[src/rtl/rngc_pkg.sv]
package rngc_pkg;

    // register byte offsets (software-visible map)
    localparam int unsigned OFS_IDENT = 32'h00;
    localparam int unsigned OFS_CMD   = 32'h04;
    localparam int unsigned OFS_CTRL  = 32'h08;
    localparam int unsigned OFS_STAT  = 32'h0C;
    localparam int unsigned OFS_DATA  = 32'h14;

    // command bit positions
    localparam int unsigned CMD_SOFT_RST = 6;
    localparam int unsigned CMD_CLR_ERR  = 5;
    localparam int unsigned CMD_CLR_IRQ  = 4;
    localparam int unsigned CMD_SEED_GO  = 1;
    localparam int unsigned CMD_TEST_GO  = 0;

    // control bit positions
    localparam int unsigned CTL_MASK_ERR  = 6;
    localparam int unsigned CTL_MASK_DONE = 5;
    localparam int unsigned CTL_AUTO_SEED = 4;

    // status bit positions
    localparam int unsigned ST_SEED_AVAIL = 6;
    localparam int unsigned ST_SEED_DONE  = 5;
    localparam int unsigned ST_TEST_DONE  = 4;
    localparam int unsigned ST_BUSY       = 1;
    localparam int unsigned ST_READY      = 0;

    // identification and reported queue geometry
    localparam logic [3:0] ID_TYPE   = 4'h1;
    localparam logic [7:0] ID_MAJOR  = 8'h02;
    localparam logic [7:0] ID_MINOR  = 8'h40;
    localparam logic [3:0] Q_DEPTH   = 4'd5;
    localparam logic [31:0] IDENT_WORD = {ID_TYPE, 12'h000, ID_MAJOR, ID_MINOR};

    typedef enum logic [1:0] {
        OP_IDLE = 2'd0,
        OP_RUN  = 2'd1,
        OP_DONE = 2'd2
    } op_state_e;

    typedef struct packed {
        logic mask_err;
        logic mask_done;
        logic auto_seed;
        logic irq;
    } ctl_regs_t;

endpackage

[src/rtl/rngc_op_tracker.sv]
module rngc_op_tracker
    import rngc_pkg::*;
#(
    parameter int unsigned RUN_CYCLES = 16
) (
    input  logic      clk,
    input  logic      rst_n,
    input  logic      start_i,
    input  logic      abort_i,
    output op_state_e state_o,
    output logic      finish_o
);

    localparam int unsigned CNT_W = (RUN_CYCLES > 1) ? $clog2(RUN_CYCLES) : 1;
    localparam logic [CNT_W-1:0] LAST_CNT = CNT_W'(RUN_CYCLES - 1);

    typedef struct packed {
        op_state_e        st;
        logic [CNT_W-1:0] cnt;
    } trk_t;

    trk_t trk_q, trk_d;
    logic finish_d;

    always_comb begin
        trk_d    = trk_q;
        finish_d = 1'b0;
        if (start_i) begin
            // start (or restart) wins over a soft reset in the same write
            trk_d.st  = OP_RUN;
            trk_d.cnt = '0;
        end else if (abort_i) begin
            trk_d.st  = OP_IDLE;
            trk_d.cnt = '0;
        end else if (trk_q.st == OP_RUN) begin
            if (trk_q.cnt == LAST_CNT) begin
                trk_d.st  = OP_DONE;
                trk_d.cnt = '0;
                finish_d  = 1'b1;
            end else begin
                trk_d.cnt = trk_q.cnt + 1'b1;
            end
        end
    end

    always_ff @(posedge clk or negedge rst_n) begin
        if (!rst_n) begin
            trk_q <= '{st: OP_IDLE, cnt: '0};
        end else begin
            trk_q <= trk_d;
        end
    end

    assign state_o  = trk_q.st;
    assign finish_o = finish_d;

endmodule

[src/rtl/rngc_prng.sv]
module rngc_prng #(
    parameter int unsigned   WIDTH = 32,
    parameter logic [WIDTH-1:0] SEED = 32'h0000_0001,
    parameter logic [WIDTH-1:0] TAPS = 32'h8020_0003
) (
    input  logic             clk,
    input  logic             rst_n,
    input  logic             step_i,
    output logic [WIDTH-1:0] value_o
);

    logic [WIDTH-1:0] lfsr_q, lfsr_d;
    logic             fb;

    always_comb begin
        fb     = ^(lfsr_q & TAPS);
        lfsr_d = lfsr_q;
        if (step_i) begin
            lfsr_d = {lfsr_q[WIDTH-2:0], fb};
        end
    end

    always_ff @(posedge clk or negedge rst_n) begin
        if (!rst_n) begin
            lfsr_q <= SEED;
        end else begin
            lfsr_q <= lfsr_d;
        end
    end

    assign value_o = lfsr_q;

endmodule

[src/rtl/rng_ctrl_regs.sv]
module rng_ctrl_regs
    import rngc_pkg::*;
#(
    parameter int unsigned ADDR_W     = 8,
    parameter int unsigned RUN_CYCLES = 16,
    parameter logic [31:0] SEED       = 32'h0000_0001
) (
    input  logic              clk,
    input  logic              rst_n,
    input  logic              bus_req,
    input  logic              bus_we,
    input  logic [ADDR_W-1:0] bus_addr,
    input  logic [31:0]       bus_wdata,
    output logic [31:0]       bus_rdata,
    output logic              irq_o
);

    localparam logic [ADDR_W-1:0] A_IDENT = ADDR_W'(OFS_IDENT);
    localparam logic [ADDR_W-1:0] A_CMD   = ADDR_W'(OFS_CMD);
    localparam logic [ADDR_W-1:0] A_CTRL  = ADDR_W'(OFS_CTRL);
    localparam logic [ADDR_W-1:0] A_STAT  = ADDR_W'(OFS_STAT);
    localparam logic [ADDR_W-1:0] A_DATA  = ADDR_W'(OFS_DATA);

    // decoded bus events
    logic wr_cmd, wr_ctrl, rd_data;
    logic soft_rst, clr_irq, seed_go, test_go;
    logic wdata_unused;

    // operation trackers and generator
    op_state_e   seed_st, test_st;
    logic        seed_fin, test_fin;
    logic        busy;
    logic [31:0] prng_val;
    logic        mask_done_w;

    ctl_regs_t regs_q, regs_d;

    assign wr_cmd  = bus_req &&  bus_we && (bus_addr == A_CMD);
    assign wr_ctrl = bus_req &&  bus_we && (bus_addr == A_CTRL);
    assign rd_data = bus_req && !bus_we && (bus_addr == A_DATA);

    assign soft_rst = wr_cmd && bus_wdata[CMD_SOFT_RST];
    assign clr_irq  = wr_cmd && (bus_wdata[CMD_CLR_ERR] || bus_wdata[CMD_CLR_IRQ]);
    assign seed_go  = wr_cmd && bus_wdata[CMD_SEED_GO];
    assign test_go  = wr_cmd && bus_wdata[CMD_TEST_GO];

    assign wdata_unused = ^{bus_wdata[31:7], bus_wdata[3:2]};

    rngc_op_tracker #(
        .RUN_CYCLES (RUN_CYCLES)
    ) i_seed_trk (
        .clk      (clk),
        .rst_n    (rst_n),
        .start_i  (seed_go),
        .abort_i  (soft_rst),
        .state_o  (seed_st),
        .finish_o (seed_fin)
    );

    rngc_op_tracker #(
        .RUN_CYCLES (RUN_CYCLES)
    ) i_test_trk (
        .clk      (clk),
        .rst_n    (rst_n),
        .start_i  (test_go),
        .abort_i  (soft_rst),
        .state_o  (test_st),
        .finish_o (test_fin)
    );

    rngc_prng #(
        .WIDTH (32),
        .SEED  (SEED),
        .TAPS  (32'h8020_0003)
    ) i_prng (
        .clk     (clk),
        .rst_n   (rst_n),
        .step_i  (rd_data),
        .value_o (prng_val)
    );

    assign busy = (seed_st == OP_RUN) || (test_st == OP_RUN);

    // next-state for control bits and interrupt
    always_comb begin
        regs_d = regs_q;
        if (soft_rst) begin
            regs_d.mask_err  = 1'b0;
            regs_d.mask_done = 1'b0;
            regs_d.auto_seed = 1'b0;
        end
        if (wr_ctrl) begin
            regs_d.mask_err  = bus_wdata[CTL_MASK_ERR];
            regs_d.mask_done = bus_wdata[CTL_MASK_DONE];
            regs_d.auto_seed = bus_wdata[CTL_AUTO_SEED];
        end
        if (clr_irq) begin
            regs_d.irq = 1'b0;
        end
        // completion takes priority over a clear in the same cycle
        if ((seed_fin || test_fin) && !regs_q.mask_done) begin
            regs_d.irq = 1'b1;
        end
    end

    always_ff @(posedge clk or negedge rst_n) begin
        if (!rst_n) begin
            regs_q <= '0;
        end else begin
            regs_q <= regs_d;
        end
    end

    // read multiplexer
    always_comb begin
        bus_rdata = '0;
        if (bus_req && !bus_we) begin
            case (bus_addr)
                A_IDENT: bus_rdata = IDENT_WORD;
                A_CMD: begin
                    bus_rdata[CMD_SEED_GO] = (seed_st == OP_RUN);
                    bus_rdata[CMD_TEST_GO] = (test_st == OP_RUN);
                end
                A_CTRL: begin
                    bus_rdata[CTL_MASK_ERR]  = regs_q.mask_err;
                    bus_rdata[CTL_MASK_DONE] = regs_q.mask_done;
                    bus_rdata[CTL_AUTO_SEED] = regs_q.auto_seed;
                end
                A_STAT: begin
                    bus_rdata[15:12]         = Q_DEPTH;
                    bus_rdata[11:8]          = Q_DEPTH;
                    bus_rdata[ST_SEED_AVAIL] = 1'b1;
                    bus_rdata[ST_SEED_DONE]  = (seed_st == OP_DONE);
                    bus_rdata[ST_TEST_DONE]  = (test_st == OP_DONE);
                    bus_rdata[ST_BUSY]       = busy;
                    bus_rdata[ST_READY]      = !busy;
                end
                A_DATA:  bus_rdata = prng_val;
                default: bus_rdata = '0;
            endcase
        end
    end

    assign irq_o       = regs_q.irq;
    assign mask_done_w = regs_q.mask_done;

endmodule

[config.mk]
export PLATFORM = sky130hd
export DESIGN_NAME = rng_ctrl_regs
export DESIGN_NICKNAME = d
export VERILOG_FILES = /design/src/rtl/rngc_pkg.sv /design/src/rtl/rngc_op_tracker.sv /design/src/rtl/rngc_prng.sv /design/src/rtl/rng_ctrl_regs.sv
export SDC_FILE = /design/constraint.sdc
export NUM_CORES = 1
export LEC_CHECK = 0
export ABC_AREA = 1
export BUFFER_PORTS_ARGS = -buffer_cell sky130_fd_sc_hd__clkbuf_2
export CAP_MARGIN = 25
export CORE_MARGIN = 3
export CORE_UTILIZATION = 40
export CTS_CLUSTER_DIAMETER = 40
export DETAILED_ROUTE_END_ITERATION = 16
export PLACE_DENSITY = 0.63
export SYNTH_ARGS = -nofsm -noshare
export SYNTH_HDL_FRONTEND = slang
export SYNTH_SLANG_ARGS = --single-unit
[constraint.sdc]
create_clock -name clk -period 2.6 [get_ports clk]
set_input_delay 0.39 -clock clk [delete_from_list [all_inputs] [get_ports clk]]
set_output_delay 0.39 -clock clk [all_outputs]
set_load 0.02 [all_outputs]
==> qor.txt, run 1 <==
status = finished, final reports clean
Slew @ Worst Pin = 0.946 ns
Synth Flop Type = dfrtp_1
sequential fraction of the synthesis area = 0.485
Critical path origin = bus_addr[2]
Sinks on Clock Net = 48
Sum Neg Setup Slack = 0 ns
antenna violations before repair = 0
CTS buffer count = 5
compound-gate portion of the synthesized area = 0.104
FFs w/ async S/R, synth = 1.00
Worst Hold Class = in -> async
most common cell in the synthesized netlist = nand2_1
Reg-to-Reg Start = i_seed_trk.state_o[1]
Placed Area = 2760 um2
H-tree depth = 2
cell accounting for the most synthesized area = dfrtp_1
final setup fails = 0
mux cell area share after synthesis = 0
maximum vdd drop = 0.237 mV
GRT Util Overall = 0.147
Resized Gates After CTS = 0
Max Cap Viol = 0
RSZ-0062 raised after global routing = false
fillers = 627
crit path time final = 2.25 ns
GP Congestion = 0.913
Reg-to-Reg End = i_seed_trk.state_o[0]
# hold bufs at CTS = 0
layout cells sized above 1 = 0.232
maximum clock frequency = 0.444 GHz
Die W = 84.7 um
Die Y = 84.7 um
Tot Pwr = 1.41 mW
I/O pin total = 77
Die Area = 7170 um2
global-route wire length before repair = 8690 um
Cell Area, Synth = 2480 um2
adder-cell share of the synthesized area = 0.0101
peak fanout along the critical path = 60
Ys Warns = 0
max_slew headroom = 0.369
largest family of logic cells by synthesized area = simple AND/OR/NAND/NOR gates
multi-input logic area = 1000 um2
Clock Skews = 0.00743 ns
Post-Synth Simple-Gate Area = 0.265
average cell area after synthesis = 7.89 um2
Fin. Hold Viols = 0
WL per Instance = 10.8 um
largest net degree at the start of global routing = 61
IO buf count = 49
CTS tree = yes
critical path launch point type = input pin
worst r2r path cells = 5
P&R area growth vs syn = 16.2%
gr ovfl total = 0
Post-synth EDFFs = 0
Reg area = 1200 um2
# diodes = 0
synthesized instance count = 314
Initial Utilization = 0.416
Site Rows = 28
Final Max Tran Viols = 0
Leakage = 1.55 nW
top cell type's share of synthesized area = 0.475
Mapped Nets = 360
Worst Path Arrival = 1.86 ns
worst-skew pair later-pin latency = 0.30 ns
Synth Area in XOR/XNOR = 0.0247
top cells by count, synth = nand2_1 (88), dfrtp_1 (47), inv_1 (46)
post-route design area = 2880 um2
vias in the first global route = 1962
CORE AREA = 5960 um2
kind of critical path = in -> out
Clk pin slew, worst setup/hold paths = 0.09 ns
Max Buffers Root-to-Sink = 2
flip-flop and latch count after synthesis = 48
final WL = 4760 um
dominant cells by area after synthesis = dfrtp_1 (47%), nand2_1 (13%), inv_1 (7.0%)
period utilization = 0.866
# DRC = 0
Post-CTS Setup Inserts = 0
nets = 411
dpl hpwl = 3590 um
Crit. End Element = primary output
total vias in the final route = 2031
Req. time, crit path = 2.21 ns
FF-to-FF setup slack = 1.16 ns
post-route ant nets = 0
drt initial violations = 153
Cell variety after synth = 27
drt pass-1 iters = 6
vias per cell = 4.61
root buffer cell = clkbuf_8
power density over the cells = 490 nW/um2
layout by cell type, fill, tap and decap left out:
cell type,Yosys,layout
o21ai_1,10,10
xnor2_1,2,2
o211ai_1,2,2
buf_4,1,4
nand2_1,88,88
or2_2,1,1
nor2_1,37,37
dfstp_2,1,1
nor2_4,2,2
nand4_1,1,1
nor3_2,1,1
and3_2,1,1
clkinv_4,0,1
xor2_1,5,5
dfrtp_1,47,47
o21ai_0,14,14
nor3_1,1,1
inv_1,46,46
nand3_1,21,21
bufinv_16,0,1
a22o_2,1,1
clkbuf_2,0,49
clkbuf_8,0,6
inv_2,3,3
nand2_2,2,2
a21oi_1,5,5
ha_1,2,2
nor2_2,2,2
o21ai_2,10,10
metrics by stage:
| stage | util | hold WS (ns) | std cells | setup WS, ns |
|---|---|---|---|---|
| 2_1_floorplan | - | 0.0944 | 314 | 0.835 |
| 3_3_place_gp | 0.463 | 0.453 | 433 | 0.355 |
| 3_5_place_dp | 0.463 | 0.460 | 433 | 0.339 |
| 4_1_cts | 0.483 | 0.197 | 441 | 0.339 |
| 5_1_grt | 0.483 | 0.233 | 441 | 0.146 |
| 6_report | 0.483 | 0.175 | 441 | 0.348 |
area by class of cell:
class | instances | share of cell area
sequential | 48 | 0.418
inverter | 49 | 0.0639
multi-input combinational | 208 | 0.348
tap | 75 | 0.0326
clock inverter | 2 | 0.0135
clock buffer | 6 | 0.0287
timing repair buffer | 53 | 0.0957
metal layers:
layer / global-route usage / share of wire
met3: 0.0373 / 0.054
met2: 0.232 / 0.44
met5: 0 / 0
met1: 0.202 / 0.49
met4: 0.0417 / 0.0092
worst max-delay path: stages:
cell and delay (ns):
clkbuf_2 0.09, inv_1 0.08, nor2_2 0.04, nand2_2 0.08, inv_2 0.04, nand2_2 0.09
nor2_4 0.04, inv_2 0.66, nor2_1 0.12, clkbuf_2 0.20
worst max-delay path by stage:
stage	endpoint	slack [ns]	cells past startpoint
final	bus_rdata[3]	0.35	10
after global routing	bus_rdata[23]	0.15	10
after CTS	bus_rdata[3]	0.34	10
after detailed placement	bus_rdata[3]	0.34	10
after global placement	bus_rdata[29]	0.36	10
after floorplan	bus_rdata[31]	0.83	10
report_power, final:
group / switching (mW) / internal (mW)
logic: 0.0491 / 0.0267
clock network: 0.246 / 0.314
registers: 0.00993 / 0.764
total: 0.305 / 1.10
logic make-up (layout without fill, tap and decap cells):
| family | Yosys count | after routing |
|---|---|---|
| xor gates and xnor gates | 7 | 7 |
| adders and majority gates | 2 | 2 |
| and+or+nand+nor | 157 | 157 |
| AOI/OAI and AO/OA | 42 | 42 |
| DFF | 48 | 48 |
| buffers and inverters | 58 | 110 |
flip-flops by register name, indices dropped and copies added, names as in the netlist:
register / cells
i_prng.value_o: 32
i_seed_trk.state_o: 2
i_seed_trk.trk_q: 4
i_test_trk.state_o: 2
i_test_trk.trk_q: 4
irq_o: 1
mask_done_w: 1
regs_q: 2
No activity file was read; power rests on OpenSTA's default activity.
==> run 2, diff against run 1 <==
Settings changed: CTS_BUF_LIST set to sky130_fd_sc_hd__clkbuf_8, SLEW_MARGIN set to 30.
==> qor.txt, run 2 (same netlist as run 1, synthesis figures left out) <==
CTS buffer count = 5 (unchanged)
Placed Area = 2760 um2 (unchanged)
Fin. Hold Viols = 0 (unchanged)
Initial Utilization = 0.416 (unchanged)
Top cell by count, worst path = nand2_1
Leakage = 1.55 nW (about the same)
fillers = 627 (unchanged)
layout cells sized above 1 = 0.232 (unchanged)
GRT Util Overall = 0.147 (unchanged)
Die Y = 84.7 um (unchanged)
Worst Hold Class = in -> async (unchanged)
P&R area growth vs syn = 16.3% (was 16.2%)
nets = 411 (unchanged)
largest net degree at the start of global routing = 61 (unchanged)
fin cells = 441 (unchanged)
Slew @ Worst Pin = 0.592 ns (was 0.946 ns)
total vias in the final route = 2027 (was 2031)
dpl hpwl = 3590 um (unchanged)
worst-path cell chain = nor2_1 -> inv_1 -> nand2_1 -> nand2_1 -> nand2_1 -> a21oi_1 -> a21oi_1 -> clkbuf_2 (was clkbuf_2 -> inv_1 -> nor2_2 -> nand2_2 -> inv_2 -> nand2_2 -> nor2_4 -> inv_2 -> nor2_1 -> clkbuf_2)
CORE AREA = 5960 um2 (unchanged)
vias in the first global route = 1962 (unchanged)
Clock Skews = 0.00784 ns (was 0.00743 ns)
worst-skew pair later-pin latency = 0.30 ns (about the same)
vias per cell = 4.60 (was 4.61)
Cells after DPL = 433 (unchanged)
Final Max Tran Viols = 0 (unchanged)
Final Worst Setup Slack = 0.432 ns (was 0.348 ns)
Worst Path Buf+Inv = 2 (was 5)
GP Congestion = 0.913 (unchanged)
crit path time final = 2.17 ns (was 2.25 ns)
Tot Pwr = 1.41 mW (about the same)
RSZ-0062 raised after global routing = false (unchanged)
final WL = 4770 um (was 4760 um)
multi-input logic area = 1000 um2 (unchanged)
most frequent cells in the layout = nand2_1 (88), clkbuf_2 (49), dfrtp_1 (47), inv_1 (46), nor2_1 (37) (unchanged)
Site Rows = 28 (unchanged)
max_slew headroom = 0.606 (was 0.369)
global-route wire length before repair = 8690 um (unchanged)
post-route design area = 2880 um2 (about the same)
IO buf count = 49 (unchanged)
Clk pin slew, worst setup/hold paths = 0.09 ns (about the same)
Top delay family on crit path = simple AND/OR/NAND/NOR gates (was buffers and inverters)
Die W = 84.7 um (unchanged)
Largest stage delay, worst path = 0.41 ns (was 0.66 ns)
maximum clock frequency = 0.461 GHz (was 0.444 GHz)
post-route ant nets = 0 (unchanged)
root buffer cell = clkbuf_8 (unchanged)
antenna violations before repair = 0 (unchanged)
Sinks on Clock Net = 48 (unchanged)
Max Cap Viol = 0 (unchanged)
Worst Path Arrival = 1.78 ns (was 1.86 ns)
# DRC = 0 (unchanged)
Reg area = 1200 um2 (unchanged)
Resized Gates After CTS = 0 (unchanged)
max FFs per register = 32 (unchanged)
maximum vdd drop = 0.235 mV (was 0.237 mV)
critical path launch point type = flip-flop (was input pin)
Req. time, crit path = 2.21 ns (about the same)
drt initial violations = 173 (was 153)
commonest non-fill, non-tap cell in the layout = nand2_1 (unchanged)
power density over the cells = 489 nW/um2 (was 490 nW/um2)
# hold bufs at CTS = 0 (unchanged)
Setup WS pre-CTS = 0.339 ns (unchanged)
period utilization = 0.834 (was 0.866)
H-tree depth = 2 (unchanged)
WL per Instance = 10.8 um (about the same)
Crit. End Element = primary output (unchanged)
status = finished, final reports clean (unchanged)
final setup fails = 0 (unchanged)
kind of critical path = reg -> out (was in -> out)
peak fanout along the critical path = 6 (was 60)
drt pass-1 iters = 4 (was 6)
I/O pin total = 77 (unchanged)
Critical Path Slowest Stage Cell = dfrtp_1 (was inv_2)
Sum Neg Setup Slack = 0 ns (unchanged)
Max Buffers Root-to-Sink = 2 (unchanged)
# diodes = 0 (unchanged)
CTS tree = yes (unchanged)
Die Area = 7170 um2 (unchanged)
Post-CTS Setup Inserts = 0 (unchanged)
gr ovfl total = 0 (unchanged)
## run 2: cell counts in the layout (fill, tap and decap cells not counted)
No cell type changed its count.
## run 2: worst paths after layout
| kind | from | endpoint | slack (ns) | cells past startpoint |
|---|---|---|---|---|
| setup / recovery | i_seed_trk.state_o[1] | bus_rdata[1] | 0.43 | 8 |
| hold / removal | rst_n | i_prng.value_o[16] | 0.18 | 2 |
| setup reg to reg | i_seed_trk.state_o[1] | i_seed_trk.state_o[0] | 1.16 | 5 |
| hold reg to reg | i_prng.value_o[9] | i_prng.value_o[9] | 0.48 | 2 |
| max in group asynchronous | rst_n | i_test_trk.state_o[1] | 2.02 | 2 |
| min in group clk | bus_wdata[4] | regs_q[1] | 0.30 | 3 |
## run 2: power by group
group | switching (mW) | internal, mW | total [mW] | leakage [nW]
Sequential | 0.00989 | 0.764 | 0.774 | 0.596
Clock | 0.244 | 0.314 | 0.559 | 0.0614
Combinational | 0.0493 | 0.0267 | 0.0760 | 0.889
## run 2: cell type report
class	count	share of cell area
multi-input combinational	208	0.348
inverter	49	0.0647
sequential	48	0.417
tap	75	0.0326
clock buffer	6	0.0287
clock inverter	2	0.0135
timing repair buffer	53	0.0956
## run 2: layer usage
layer,wire length [um],global-route usage
met4,46,0.0417
met3,256,0.0373
met2,2130,0.232
met5,0,0
met1,2340,0.202
## run 2: worst reg2reg max path: stages (launching register included)
cell,delay (ns)
dfrtp_1,0.41
nor2_1,0.28
inv_1,0.17
nor2_1,0.20
nor2_1,0.06
a22o_2,0.22
## run 2: stage by stage
stage / hold slack [ns] / util
finish: 0.178 / 0.484
global route: 0.233 / 0.484
CTS: 0.197 / 0.483
detailed placement: 0.460 / 0.463
global placement: 0.453 / 0.463
floorplan: 0.0944 / -
